File: config.mk
export PLATFORM = sky130hd
export DESIGN_NAME = tlm_word_flip
export DESIGN_NICKNAME = d
export VERILOG_FILES = /design/src/rtl/tlm_pkg.sv /design/src/rtl/tlm_deser.sv /design/src/rtl/tlm_flip.sv /design/src/rtl/tlm_pos.sv /design/src/rtl/tlm_word_flip.sv
export SDC_FILE = /design/constraint.sdc
export NUM_CORES = 1
export LEC_CHECK = 0
export ABC_AREA = 1
export ABC_CLOCK_PERIOD_IN_PS = 2390
export BUFFER_PORTS_ARGS = -buffer_cell sky130_fd_sc_hd__buf_2
export CAP_MARGIN = 25
export CORE_UTILIZATION = 58
export DETAILED_ROUTE_END_ITERATION = 8
export GPL_TIMING_DRIVEN = 0
export PLACE_DENSITY = 0.87
export SLEW_MARGIN = 20
export SYNTH_ARGS = -nofsm -noshare
export SYNTH_HDL_FRONTEND = slang
export SYNTH_SLANG_ARGS = --single-unit
File: constraint.sdc
create_clock -name clk_i -period 2.39 [get_ports clk_i]
set_input_delay 0.478 -clock clk_i [delete_from_list [all_inputs] [get_ports clk_i]]
set_output_delay 0.478 -clock clk_i [all_outputs]
set_load 0.005 [all_outputs]
File: src/rtl/tlm_pkg.sv
package tlm_pkg;
  parameter int unsigned TLM_WORD_W = 8;
  typedef logic [TLM_WORD_W-1:0] tlm_word_t;
  // inversion applied to the mirrored word: bits 1, 3, 5
  localparam tlm_word_t TLM_INV_MASK = 8'h2A;

  function automatic tlm_word_t tlm_mirror(input tlm_word_t w);
    tlm_word_t r;
    for (int i = 0; i < TLM_WORD_W; i++) r[i] = w[TLM_WORD_W-1-i];
    return r;
  endfunction
endpackage

File: src/rtl/tlm_deser.sv
module tlm_deser
  import tlm_pkg::*;
(
  input  logic      clk_i,
  input  logic      rst_ni,
  input  logic      bit_en_i,
  input  logic      bit_i,
  input  logic      frame_start_i,
  output logic      done_o,
  output tlm_word_t word_o,
  output logic      pending_o
);
  localparam int unsigned CW = $clog2(TLM_WORD_W);

  logic [CW-1:0]           cnt_q, eff_cnt;
  logic [TLM_WORD_W-2:0]   sh_q;

  // frame marker realigns before this cycle's bit is counted
  assign eff_cnt   = frame_start_i ? '0 : cnt_q;
  assign done_o    = bit_en_i && (eff_cnt == CW'(TLM_WORD_W-1));
  assign word_o    = {sh_q, bit_i};
  assign pending_o = (cnt_q != '0);

  always_ff @(posedge clk_i or negedge rst_ni) begin
    if (!rst_ni) begin
      cnt_q <= '0;
      sh_q  <= '0;
    end else if (bit_en_i) begin
      sh_q  <= {sh_q[TLM_WORD_W-3:0], bit_i};
      cnt_q <= done_o ? '0 : eff_cnt + CW'(1);
    end else if (frame_start_i) begin
      cnt_q <= '0;
    end
  end
endmodule

File: src/rtl/tlm_flip.sv
module tlm_flip
  import tlm_pkg::*;
#(
  parameter bit MASK_FIRST = 1'b0
) (
  input  tlm_word_t word_i,
  output tlm_word_t word_o
);
  tlm_word_t pre, mir;

  generate
    if (MASK_FIRST) begin : g_mask_first
      assign pre = word_i ^ tlm_mirror(TLM_INV_MASK);
    end else begin : g_mask_last
      assign pre = word_i;
    end

    for (genvar i = 0; i < TLM_WORD_W; i++) begin : g_mir
      assign mir[i] = pre[TLM_WORD_W-1-i];
    end

    if (MASK_FIRST) begin : g_out_plain
      assign word_o = mir;
    end else begin : g_out_mask
      assign word_o = mir ^ TLM_INV_MASK;
    end
  endgenerate
endmodule

File: src/rtl/tlm_pos.sv
module tlm_pos #(
  parameter int unsigned WORDS  = 256,
  parameter int unsigned FRAMES = 256,
  localparam int unsigned IW = (WORDS  > 1) ? $clog2(WORDS)  : 1,
  localparam int unsigned FW = (FRAMES > 1) ? $clog2(FRAMES) : 1
) (
  input  logic          clk_i,
  input  logic          rst_ni,
  input  logic          frame_start_i,
  input  logic          done_i,
  output logic [IW-1:0] word_idx_o,
  output logic [FW-1:0] frame_idx_o
);
  logic [IW-1:0] word_q, eff_word;
  logic [FW-1:0] frame_q, eff_frame, next_frame;
  logic          adv;

  function automatic logic [FW-1:0] inc_frame(input logic [FW-1:0] f);
    return (f == FW'(FRAMES-1)) ? '0 : f + FW'(1);
  endfunction

  // a marker after words of this frame were issued opens the next frame
  assign adv        = frame_start_i && (word_q != '0);
  assign eff_word   = frame_start_i ? '0 : word_q;
  assign eff_frame  = adv ? inc_frame(frame_q) : frame_q;
  assign next_frame = inc_frame(eff_frame);

  assign word_idx_o  = eff_word;
  assign frame_idx_o = eff_frame;

  always_ff @(posedge clk_i or negedge rst_ni) begin
    if (!rst_ni) begin
      word_q  <= '0;
      frame_q <= '0;
    end else if (done_i) begin
      if (eff_word == IW'(WORDS-1)) begin
        word_q  <= '0;
        frame_q <= next_frame;
      end else begin
        word_q  <= eff_word + IW'(1);
        frame_q <= eff_frame;
      end
    end else begin
      word_q  <= eff_word;
      frame_q <= eff_frame;
    end
  end
endmodule

File: src/rtl/tlm_word_flip.sv
module tlm_word_flip
  import tlm_pkg::*;
#(
  parameter int unsigned WORDS_PER_FRAME = 256,
  parameter int unsigned FRAMES_PER_PIC  = 256,
  parameter bit          MASK_FIRST      = 1'b0,
  localparam int unsigned IW = (WORDS_PER_FRAME > 1) ? $clog2(WORDS_PER_FRAME) : 1,
  localparam int unsigned FW = (FRAMES_PER_PIC  > 1) ? $clog2(FRAMES_PER_PIC)  : 1
) (
  input  logic                  clk_i,
  input  logic                  rst_ni,
  input  logic                  bit_en_i,
  input  logic                  bit_i,
  input  logic                  frame_start_i,
  output logic [TLM_WORD_W-1:0] word_o,
  output logic                  word_valid_o,
  output logic [IW-1:0]         word_idx_o,
  output logic [FW-1:0]         frame_idx_o,
  output logic                  first_word_o,
  output logic                  last_word_o,
  output logic                  first_frame_o,
  output logic                  last_frame_o,
  output logic                  sync_err_o
);
  logic          done, pending;
  tlm_word_t     raw, flipped;
  logic [IW-1:0] cur_word;
  logic [FW-1:0] cur_frame;

  tlm_deser u_deser (
    .clk_i, .rst_ni, .bit_en_i, .bit_i, .frame_start_i,
    .done_o(done), .word_o(raw), .pending_o(pending)
  );

  tlm_flip #(.MASK_FIRST(MASK_FIRST)) u_flip (.word_i(raw), .word_o(flipped));

  tlm_pos #(.WORDS(WORDS_PER_FRAME), .FRAMES(FRAMES_PER_PIC)) u_pos (
    .clk_i, .rst_ni, .frame_start_i, .done_i(done),
    .word_idx_o(cur_word), .frame_idx_o(cur_frame)
  );

  always_ff @(posedge clk_i or negedge rst_ni) begin
    if (!rst_ni) begin
      word_o        <= '0;
      word_valid_o  <= 1'b0;
      word_idx_o    <= '0;
      frame_idx_o   <= '0;
      first_word_o  <= 1'b0;
      last_word_o   <= 1'b0;
      first_frame_o <= 1'b0;
      last_frame_o  <= 1'b0;
      sync_err_o    <= 1'b0;
    end else begin
      word_valid_o <= done;
      sync_err_o   <= frame_start_i && pending;
      if (done) begin
        word_o        <= flipped;
        word_idx_o    <= cur_word;
        frame_idx_o   <= cur_frame;
        first_word_o  <= (cur_word == '0);
        last_word_o   <= (cur_word == IW'(WORDS_PER_FRAME-1));
        first_frame_o <= (cur_frame == '0);
        last_frame_o  <= (cur_frame == FW'(FRAMES_PER_PIC-1));
      end
    end
  end
endmodule

* After elaboration in Yosys (flattened, before gate mapping)
Index checks and enable logic that the tools add are counted.
** Cells by class
- $add $sub $neg :: 4
- Eq/ne operators :: 4
- Multiplexer cells :: 11
- Bitwise operators :: 1
- Reductions and logical operators :: 7
** Operators by type and width (count)
- 8-bit two-way mux :: 8
- 8-bit by 1-bit adder with 8-bit output (second input constant) :: 3
- 8-bit == test (second input constant) :: 3
- 8-bit zero test :: 2
- 3-bit two-way mux :: 3
- 8-bit nonzero test :: 1
- 3-bit by 1-bit adder with 3-bit output (second input constant) :: 1
- 3-bit == test (second input constant) :: 1
- 1-bit logical AND :: 3
- 3-bit inverter :: 1
- 3-bit nonzero test :: 1
** Storage, ports and cells
- Register bits after elaboration :: 56
- Input bits :: 5
- Output and inout bits :: 30
- Logic and storage cells :: 40

* Longest topological paths before layout
Gate-level depths: netlist of the first run.
- Depth in word-level cells :: 7
- Depth in mapped cells :: 13
- Gate-level depth less buffers :: 13

* Hierarchy
Synthesis of the first run repeated with hierarchy kept, for this count alone.
** Unflattened totals
- Cells, all modules :: 394
- Area total of the unflattened synthesis :: 3114.2 µm²
** Modules (own cells, without submodules)
- tlm_pos :: instances 1, cells each 185, area each 1347.5 µm², seq. area each 400.4 µm²
- tlm_word_flip :: instances 1, cells each 146, area each 1258.7 µm², seq. area each 750.7 µm²
- tlm_deser :: instances 1, cells each 55, area each 459.2 µm², seq. area each 250.2 µm²
- tlm_flip :: instances 1, cells each 8, area each 48.8 µm², seq. area each 0.0 µm²

* Worst setup path after synthesis of the first run
No wires, ideal clock.
- Path type :: input to register
- From :: input port frame_start_i
- To :: register u_pos.frame_q[4]
- Arrival time :: 1982 ps
- Setup slack :: 336 ps
- Stages on the path :: 12
- Path through :: buf_4 nor2_1 ha_1 ha_1 nand2_1 inv_1 nand2_1 nor3_1 nand2_1 inv_1 a21oi_1 nor2_1
** Between the ends
- Longest elaborated chain between the ends :: 6
- Elaborated cells between the ends (all ways) :: 12
- Those cells by class :: add/sub (1); eq/ne (3); mux (6); reduce/logical (2)
** RTL lines
- start: declaration :: RTL line tlm_word_flip.sv:14 : input logic frame_start_i,
- 1-bit logical AND :: RTL line tlm_pos.sv:23 : assign adv = frame_start_i && (word_q != '0);
- 8-bit two-way mux :: RTL line tlm_pos.sv:25 : assign eff_frame = adv ? inc_frame(frame_q) : frame_q;
- 8-bit by 1-bit adder with 8-bit output or 8-bit == test (tied branches) :: RTL line tlm_pos.sv:19 : return (f == FW'(FRAMES-1)) ? '0 : f + FW'(1);
- 8-bit two-way mux :: RTL line tlm_pos.sv:19
- 8-bit two-way mux :: RTL line tlm_pos.sv:36 : if (eff_word == IW'(WORDS-1)) begin
- 8-bit two-way mux (*) :: RTL line tlm_pos.sv:35 : end else if (done_i) begin
- end signal: assignment :: RTL line tlm_pos.sv:38 : frame_q <= next_frame;
- end signal: assignment :: RTL line tlm_pos.sv:41 : frame_q <= eff_frame;
- end signal: assignment :: RTL line tlm_pos.sv:45 : frame_q <= eff_frame;
- end: declaration :: RTL line tlm_pos.sv:15 : logic [FW-1:0] frame_q, eff_frame, next_frame;
Mark *: on every way between the ends. The rest lies on a longest branch, timed or not.
A chain may end at the register's enable or synchronous reset.

* Worst setup path after layout of the first run
Ends and elaborated chain as after synthesis.

==> results of run 1 <==
-- power groups by stage --
| stage | sequential [mW] | clock (mW) | combinational, mW |
|---|---|---|---|
| 2_1_floorplan | 1.05 | 0 | 0.185 |
| 3_5_place_dp | 1.05 | 0 | 0.265 |
| 4_1_cts | 1.03 | 0.527 | 0.267 |
| 5_1_grt | 1.04 | 0.562 | 0.300 |
| 3_3_place_gp | 1.05 | 0 | 0.250 |
| 6_report | 1.04 | 0.515 | 0.266 |
-- timing repair --
action                                  4_1_cts  5_1_grt
resized for setup                             0        1
endpoints found under the setup margin        0        3
hold endpoints to repair                      0        0
-- stage by stage --
step,worst slack [ns],setup TNS (ns),std cells,util [%],hold WS [ns]
3_3_place_gp,-0.166,-0.729,446,65.8,0.460
6_report,0.232,0,454,67.7,0.195
2_1_floorplan,0.336,0,345,-,0.182
4_1_cts,0.112,0,454,67.7,0.215
5_1_grt,0.0877,0,454,67.7,0.253
3_5_place_dp,-0.215,-2.01,446,65.8,0.461
-- metal layers --
layer,vias to the layer above,global-route usage (%),share of wire [%]
li1,1164,-,-
met5,-,0,0
met2,71,42.8,49
met4,0,9.59,1.5
met1,1121,32.9,44
met3,7,5.97,5.4
-- sequential cells by signal, summed over array words and instances (netlist names) --
name           cells
word_o             8
sync_err_o         1
last_frame_o       1
u_deser.sh_q       7
first_word_o       1
word_valid_o       1
word_idx_o         8
last_word_o        1
frame_idx_o        8
u_deser.cnt_q      3
u_pos.frame_q      8
u_pos.word_q       8
first_frame_o      1
-- Yosys cell counts, types with 3 or more instances --
cell	count
nand3_2	3
nand2_2	4
nand3_1	14
o21ai_1	4
inv_2	6
nor2_2	5
nor2_1	26
inv_1	42
o21ai_0	34
nor2_4	4
clkbuf_1	7
dfrtp_1	56
nand2_1	96
ha_1	7
nand4_1	6
xor2_1	7
-- path summary, 6_finish.rpt --
| check | to | slack [ns] | cells past startpoint |
|---|---|---|---|
| max | u_pos.frame_q[4] | 0.23 | 13 |
| min | word_idx_o[2] | 0.20 | 1 |
| max reg2reg | u_pos.frame_q[0] | 0.34 | 11 |
| min reg2reg | last_word_o | 0.49 | 2 |
| max in group asynchronous | u_pos.word_q[0] | 1.72 | 1 |
| min in group clk_i | word_o[7] | 0.37 | 3 |
-- kinds of logic (layout without fill, tap and decap cells) --
kind of cell    count (synthesis)  in the layout  synth area share (%)
buf+inv                        58            100                  7.75
xor+xnor                        9              9                  2.74
compound gates                 47             47                  9.14
flops                          56             56                  48.8
fa+ha+maj                       7              7                  3.05
simple gates                  168            168                  28.6
-- area by class of cell --
| cell class | instances | area (um^2) | share of cell area, % |
|---|---|---|---|
| clock inverters | 2 | 13.8 | 0.428 |
| inverters | 50 | 189 | 5.87 |
| repair buffers | 34 | 173 | 5.36 |
| multi-input cells | 231 | 1250 | 38.9 |
| well taps | 67 | 83.8 | 2.60 |
| flip-flops and latches | 56 | 1400 | 43.5 |
| clock buffers | 6 | 72.6 | 2.25 |
| plain buffers | 8 | 33.8 | 1.05 |
-- layout by cell type (no fill, tap or decap) --
cell type  count
o21ai_2        2
nand3_4        1
nand3_2        3
nand2_1       95
nand4_1        6
inv_6          1
dfrtp_1       56
nor3_4         2
o21ai_1        4
nor2_8         2
clkbuf_8       5
clkinv_2       2
xnor2_1        2
inv_2          6
buf_2         33
buf_4          2
o21bai_1       1
nor2_4         4
inv_1         42
nor2_1        26
nand3_1       14
and2_1         1
o21ai_4        1
clkbuf_1       8
ha_1           7
xor2_1         7
a2bb2oi_1      1
nand2_4        1
a21oi_1        2
o21ai_0       34
nor3_1         2
nor2_2         5
a31oi_1        2
nand2_2        5
nor4_1         1
clkinv_1       1
-- worst max-delay path, cell delays in order --
cell and delay (ns):
buf_2 0.14, buf_4 0.19, nor2_1 0.18, ha_1 0.18
ha_1 0.16, nand2_2 0.18, inv_1 0.15, nand2_1 0.10
nor3_1 0.28, nand2_1 0.09, inv_1 0.11, a21oi_1 0.08
nor2_1 0.09
==> out/metrics.cfg, run 1 <==
[grt]
grt_pass1_vias=2235
grt_pass1_wl_um=10200
track_usage_pct=25.7
grt_max_degree=57
grt_overflow=0
antenna_found_initial=0

[clock_network]
cts_tree=built
cts-root-buf=clkbuf_8
htree_num_levels=2
postCtsSetupBuffers=0
clock-sinks=56
clock_latency_ns=0.31
max-clock-path-buffers=2
clk_pin_slew_ns=0.10
cts_buffers=5
ctsHoldBuffers=0

[placement]
dpl.hpwl_um=4600
dpl-instance-area_um2=3130
gp_congestion=0.902
port_buffers=34

[routing]
wirelength_um=6080
vias=2363
wire_per_inst_um=13.4
avgViaCountPerCell=5.20
drc=0
drt_iter0_markers=204
ant_nets=0
first_pass_iters=4

[die]
die_h_um=72.4
io-pin-count=35
die_area_um2=5240
coreArea_um2=4750
start_util_pct=60.4
num_rows=25
die_x_um=72.4

[power]
clockPowerShare_pct=28.4
p_leak_nw=1.73
power_density_nw_per_um2=564
p_sw_share_pct=28.7
pwr-share-comb_pct=14.6
p_int_mw=1.29
power.total_mw=1.82
p_sw_uw=521
seq_power_share_pct=57.0
ir_drop_mv=0.334

[sta]
drv_slew=0
period_share_pct=90.3
hold_viol=0
worst_pin_slew_ns=0.692
grt_setup_unrepaired=false
finalSetupViolations=0
max_freq_mhz=463
relSlewSlack_pct=53.9
skew_ns=0.0101
period_minus_slack_ns=2.16

[synthesis]
syn_area_um2=2870
ys_async_sr_fraction_pct=100
synthDistinctLibCells=33
avgSynthCellArea_um2=8.33
synthCells=345
synth_nets=357
netlist.area_leader.share_pct=48.8
ys_ff_latch=56
yosysSeqAreaShare_pct=48.8
synthFlopType=dfrtp_1
ys_warn_count=0
synth_largest_area_cell=dfrtp_1
synthTopCellsByArea=dfrtp_1 (49%), nand2_1 (13%), o21ai_0 (5.9%), inv_1 (5.5%), nor2_1 (3.4%)
synth-edff-count=0

[worst_setup_path]
worst_setup_path_start_kind=primary input
r2r_start=u_pos.word_q[2]
cp.required_ns=2.64
arrival_ns=2.40
cp-startpoint=frame_start_i
worstPathMaxFanout=10
timing_worst_setup_path_type=primary input to flip-flop
end_kind=flip-flop

[cells_and_area]
design_area_um2=3220
area_growth_pct=12.0
layout-drive-gt1-share_pct=19.4
fill_cells=399
diodes=0
layout.nets=398

[run]
max_cap_violations=0

[hold_path]
hold_class=primary input to async pin

[status]
status=finished clean

Note: power is estimated with default switching activity, not from simulation.
==> run 2, diff against run 1 <==
--- a/config.mk
+++ b/config.mk
@@ -9,10 +9,10 @@
 export ABC_CLOCK_PERIOD_IN_PS = 2390
 export BUFFER_PORTS_ARGS = -buffer_cell sky130_fd_sc_hd__buf_2
 export CAP_MARGIN = 25
-export CORE_UTILIZATION = 58
+export CORE_UTILIZATION = 25
 export DETAILED_ROUTE_END_ITERATION = 8
 export GPL_TIMING_DRIVEN = 0
-export PLACE_DENSITY = 0.87
+export PLACE_DENSITY = 0.41
 export SLEW_MARGIN = 20
 export SYNTH_ARGS = -nofsm -noshare
 export SYNTH_HDL_FRONTEND = slang
==> run 2 against run 1 <==
Net effect:
- utilization down 37 points
- clock power up 63%
- clock skew down 0.0010 ns
- maximum frequency up 0.31%
==> out/metrics.cfg, run 2 (synthesized netlist as in run 1, its figures left out) <==
[clock_network]
cts-root-buf=clkbuf_16  ; was clkbuf_8
max-clock-path-buffers=2  ; unchanged
cts_buffers=5  ; unchanged
clock_latency_ns=0.29  ; was 0.31 ns
ctsHoldBuffers=0  ; unchanged
postCtsSetupBuffers=0  ; unchanged
clk_pin_slew_ns=0.08  ; was 0.10 ns
cts_resized=0  ; unchanged
cts_tree=built  ; unchanged
htree_num_levels=2  ; unchanged
clock-sinks=56  ; unchanged

[worst_setup_path]
worst_setup_path_start_kind=primary input  ; unchanged
timing_worst_setup_path_type=primary input to flip-flop  ; unchanged
arrival_ns=2.34  ; was 2.40 ns
cp.required_ns=2.58  ; was 2.64 ns
crit_chain=buf_2 > buf_4 > nor2_1 > ha_1 > inv_1 > nor3_4 > nand3_4 > nor2_8 > nand4_1 > o21ai_1 > nand2_1 > nand2_1 > inv_1  ; was buf_2 > buf_4 > nor2_1 > ha_1 > ha_1 > nand2_2 > inv_1 > nand2_1 > nor3_1 > nand2_1 > inv_1 > a21oi_1 > nor2_1
end_kind=flip-flop  ; unchanged
cp_slowest_cell=nor3_4  ; was nor3_1
cp_top_family=simple AND/OR/NAND/NOR gates  ; unchanged
crit_buf_inv=4  ; unchanged
worstPathMaxFanout=10  ; unchanged
critical_path.max_stage_delay_ns=0.22  ; was 0.28 ns

[die]
die_h_um=109  ; was 72.4 um
coreArea_um2=11000  ; was 4750 um^2
num_rows=38  ; was 25
start_util_pct=26.1  ; was 60.4%
die_area_um2=11900  ; was 5240 um^2
io-pin-count=35  ; unchanged
die_x_um=109  ; was 72.4 um

[sta]
drv_slew=0  ; unchanged
hold_viol=0  ; unchanged
fin_hold_ws_ns=0.244  ; was 0.195 ns
skew_ns=0.00909  ; was 0.0101 ns
period_share_pct=90.0  ; was 90.3%
max_freq_mhz=465  ; was 463 MHz
worst_pin_slew_ns=0.734  ; was 0.692 ns
period_minus_slack_ns=2.15  ; was 2.16 ns
relSlewSlack_pct=51.1  ; was 53.9%
finalSetupViolations=0  ; unchanged
fin_ws_ns=0.239  ; was 0.232 ns
grt_setup_unrepaired=false  ; unchanged

[routing]
drt_iter0_markers=99  ; was 204
wirelength_um=6780  ; was 6080 um
wire_per_inst_um=12.9  ; was 13.4 um
drc=0  ; unchanged
vias=2269  ; was 2363
avgViaCountPerCell=4.31  ; was 5.20
first_pass_iters=4  ; unchanged
ant_nets=0  ; unchanged

[cells_and_area]
final_cell_mix=nand2_1 (95), dfrtp_1 (56), inv_1 (42)  ; unchanged
final_cells=527  ; was 454
layout.nets=398  ; unchanged
layout-drive-gt1-share_pct=19.6  ; was 19.4%
area_growth_pct=18.2  ; was 12.0%
diodes=0  ; unchanged
final_common_cell=nand2_1  ; unchanged

[power]
pwr-share-comb_pct=12.4  ; was 14.6%
ir_drop_mv=0.323  ; was 0.334 mV
p_sw_uw=561  ; was 521 uW
p_leak_nw=1.77  ; was 1.73 nW
p_int_mw=1.58  ; was 1.29 mW
p_sw_share_pct=26.2  ; was 28.7%
seq_power_share_pct=48.3  ; was 57.0%
power_density_nw_per_um2=631  ; was 564 nW/um^2
clockPowerShare_pct=39.2  ; was 28.4%

[run]
max_cap_violations=0  ; unchanged

[grt]
grt_pass1_vias=2225  ; was 2235
grt_max_degree=57  ; unchanged
antenna_found_initial=0  ; unchanged
grt_pass1_wl_um=11500  ; was 10200 um
grt_overflow=0  ; unchanged
track_usage_pct=12.6  ; was 25.7%

[placement]
dpl.hpwl_um=5070  ; was 4600 um
gp_congestion=0.832  ; was 0.902
dp_cells=519  ; was 446
pre_cts_slack_ns=-0.199  ; was -0.215 ns
port_buffers=34  ; unchanged

[status]
status=finished clean  ; unchanged

[hold_path]
hold_class=primary input to async pin  ; unchanged

## run 2: changes by cell type in the layout (fill, tap and decap cells not counted)
cell	before	now
clkbuf_8	5	0
clkinv_4	0	2
clkinv_2	2	1
inv_6	1	0
clkbuf_16	0	5
clkbuf_1	8	7
bufinv_16	0	1
## run 2: worst paths after layout
path,from,to,slack (ns),depth (start not counted)
setup / recovery,frame_start_i,u_pos.frame_q[5],0.24,13
hold / removal,rst_ni,word_o[3],0.24,1
hold reg to reg,frame_idx_o[0],frame_idx_o[0],0.48,2
max in group asynchronous,rst_ni,last_frame_o,1.65,1
min in group clk_i,bit_i,word_o[7],0.40,3
setup reg to reg,u_pos.word_q[5],u_pos.frame_q[0],0.30,11
## run 2: cell type report
| class | instances | area [um^2] |
|---|---|---|
| plain buffers | 8 | 33.8 |
| well taps | 140 | 175 |
| inverters | 50 | 189 |
| fillers | 1202 | 7630 |
| multi-input cells | 231 | 1250 |
| flip-flops and latches | 56 | 1400 |
| clock buffers | 5 | 125 |
| clock inverters | 3 | 47.5 |
| repair buffers | 34 | 173 |
## run 2: worst register-to-register path, stage by stage, from the launching register on
cell and delay, ns:
dfrtp_1 0.41, nor2_2 0.17, nand2_2 0.12, o21ai_4 0.28, nand2_1 0.08, nand2_1 0.14, ha_1 0.21, inv_1 0.08
nor3_4 0.22, nand2_1 0.12, nand3_1 0.08, nand2_1 0.06
## run 2: per-layer routing
layer  GRT usage [%]  vias to the layer above  share of wire (%)  wire (um)
met3            2.45                        2                5.8        392
met5               0                        -                  0          0
met2            18.6                       48                 41       2780
met4            2.76                        0               0.53         36
met1            18.8                     1053                 53       3570
li1                -                     1166                  -          -
## run 2: power groups by stage
stage | combinational, mW | clock, mW | sequential, mW
floorplan | 0.185 | 0 | 1.05
global placement | 0.270 | 0 | 1.06
detailed placement | 0.274 | 0 | 1.05
CTS | 0.275 | 0.869 | 1.04
global route | 0.313 | 0.905 | 1.05
finish | 0.267 | 0.841 | 1.04
## run 2: stage by stage
| step | setup TNS (ns) | power, mW | utilization (%) | instance area, um^2 |
|---|---|---|---|---|
| after floorplan | 0 | 1.23 | - | 2870 |
| after global placement | -0.906 | 1.33 | 29.2 | 3220 |
| after detailed placement | -1.25 | 1.33 | 29.2 | 3220 |
| after CTS | 0 | 2.18 | 30.8 | 3390 |
| after global routing | 0 | 2.26 | 30.8 | 3400 |
| final | 0 | 2.14 | 30.8 | 3400 |
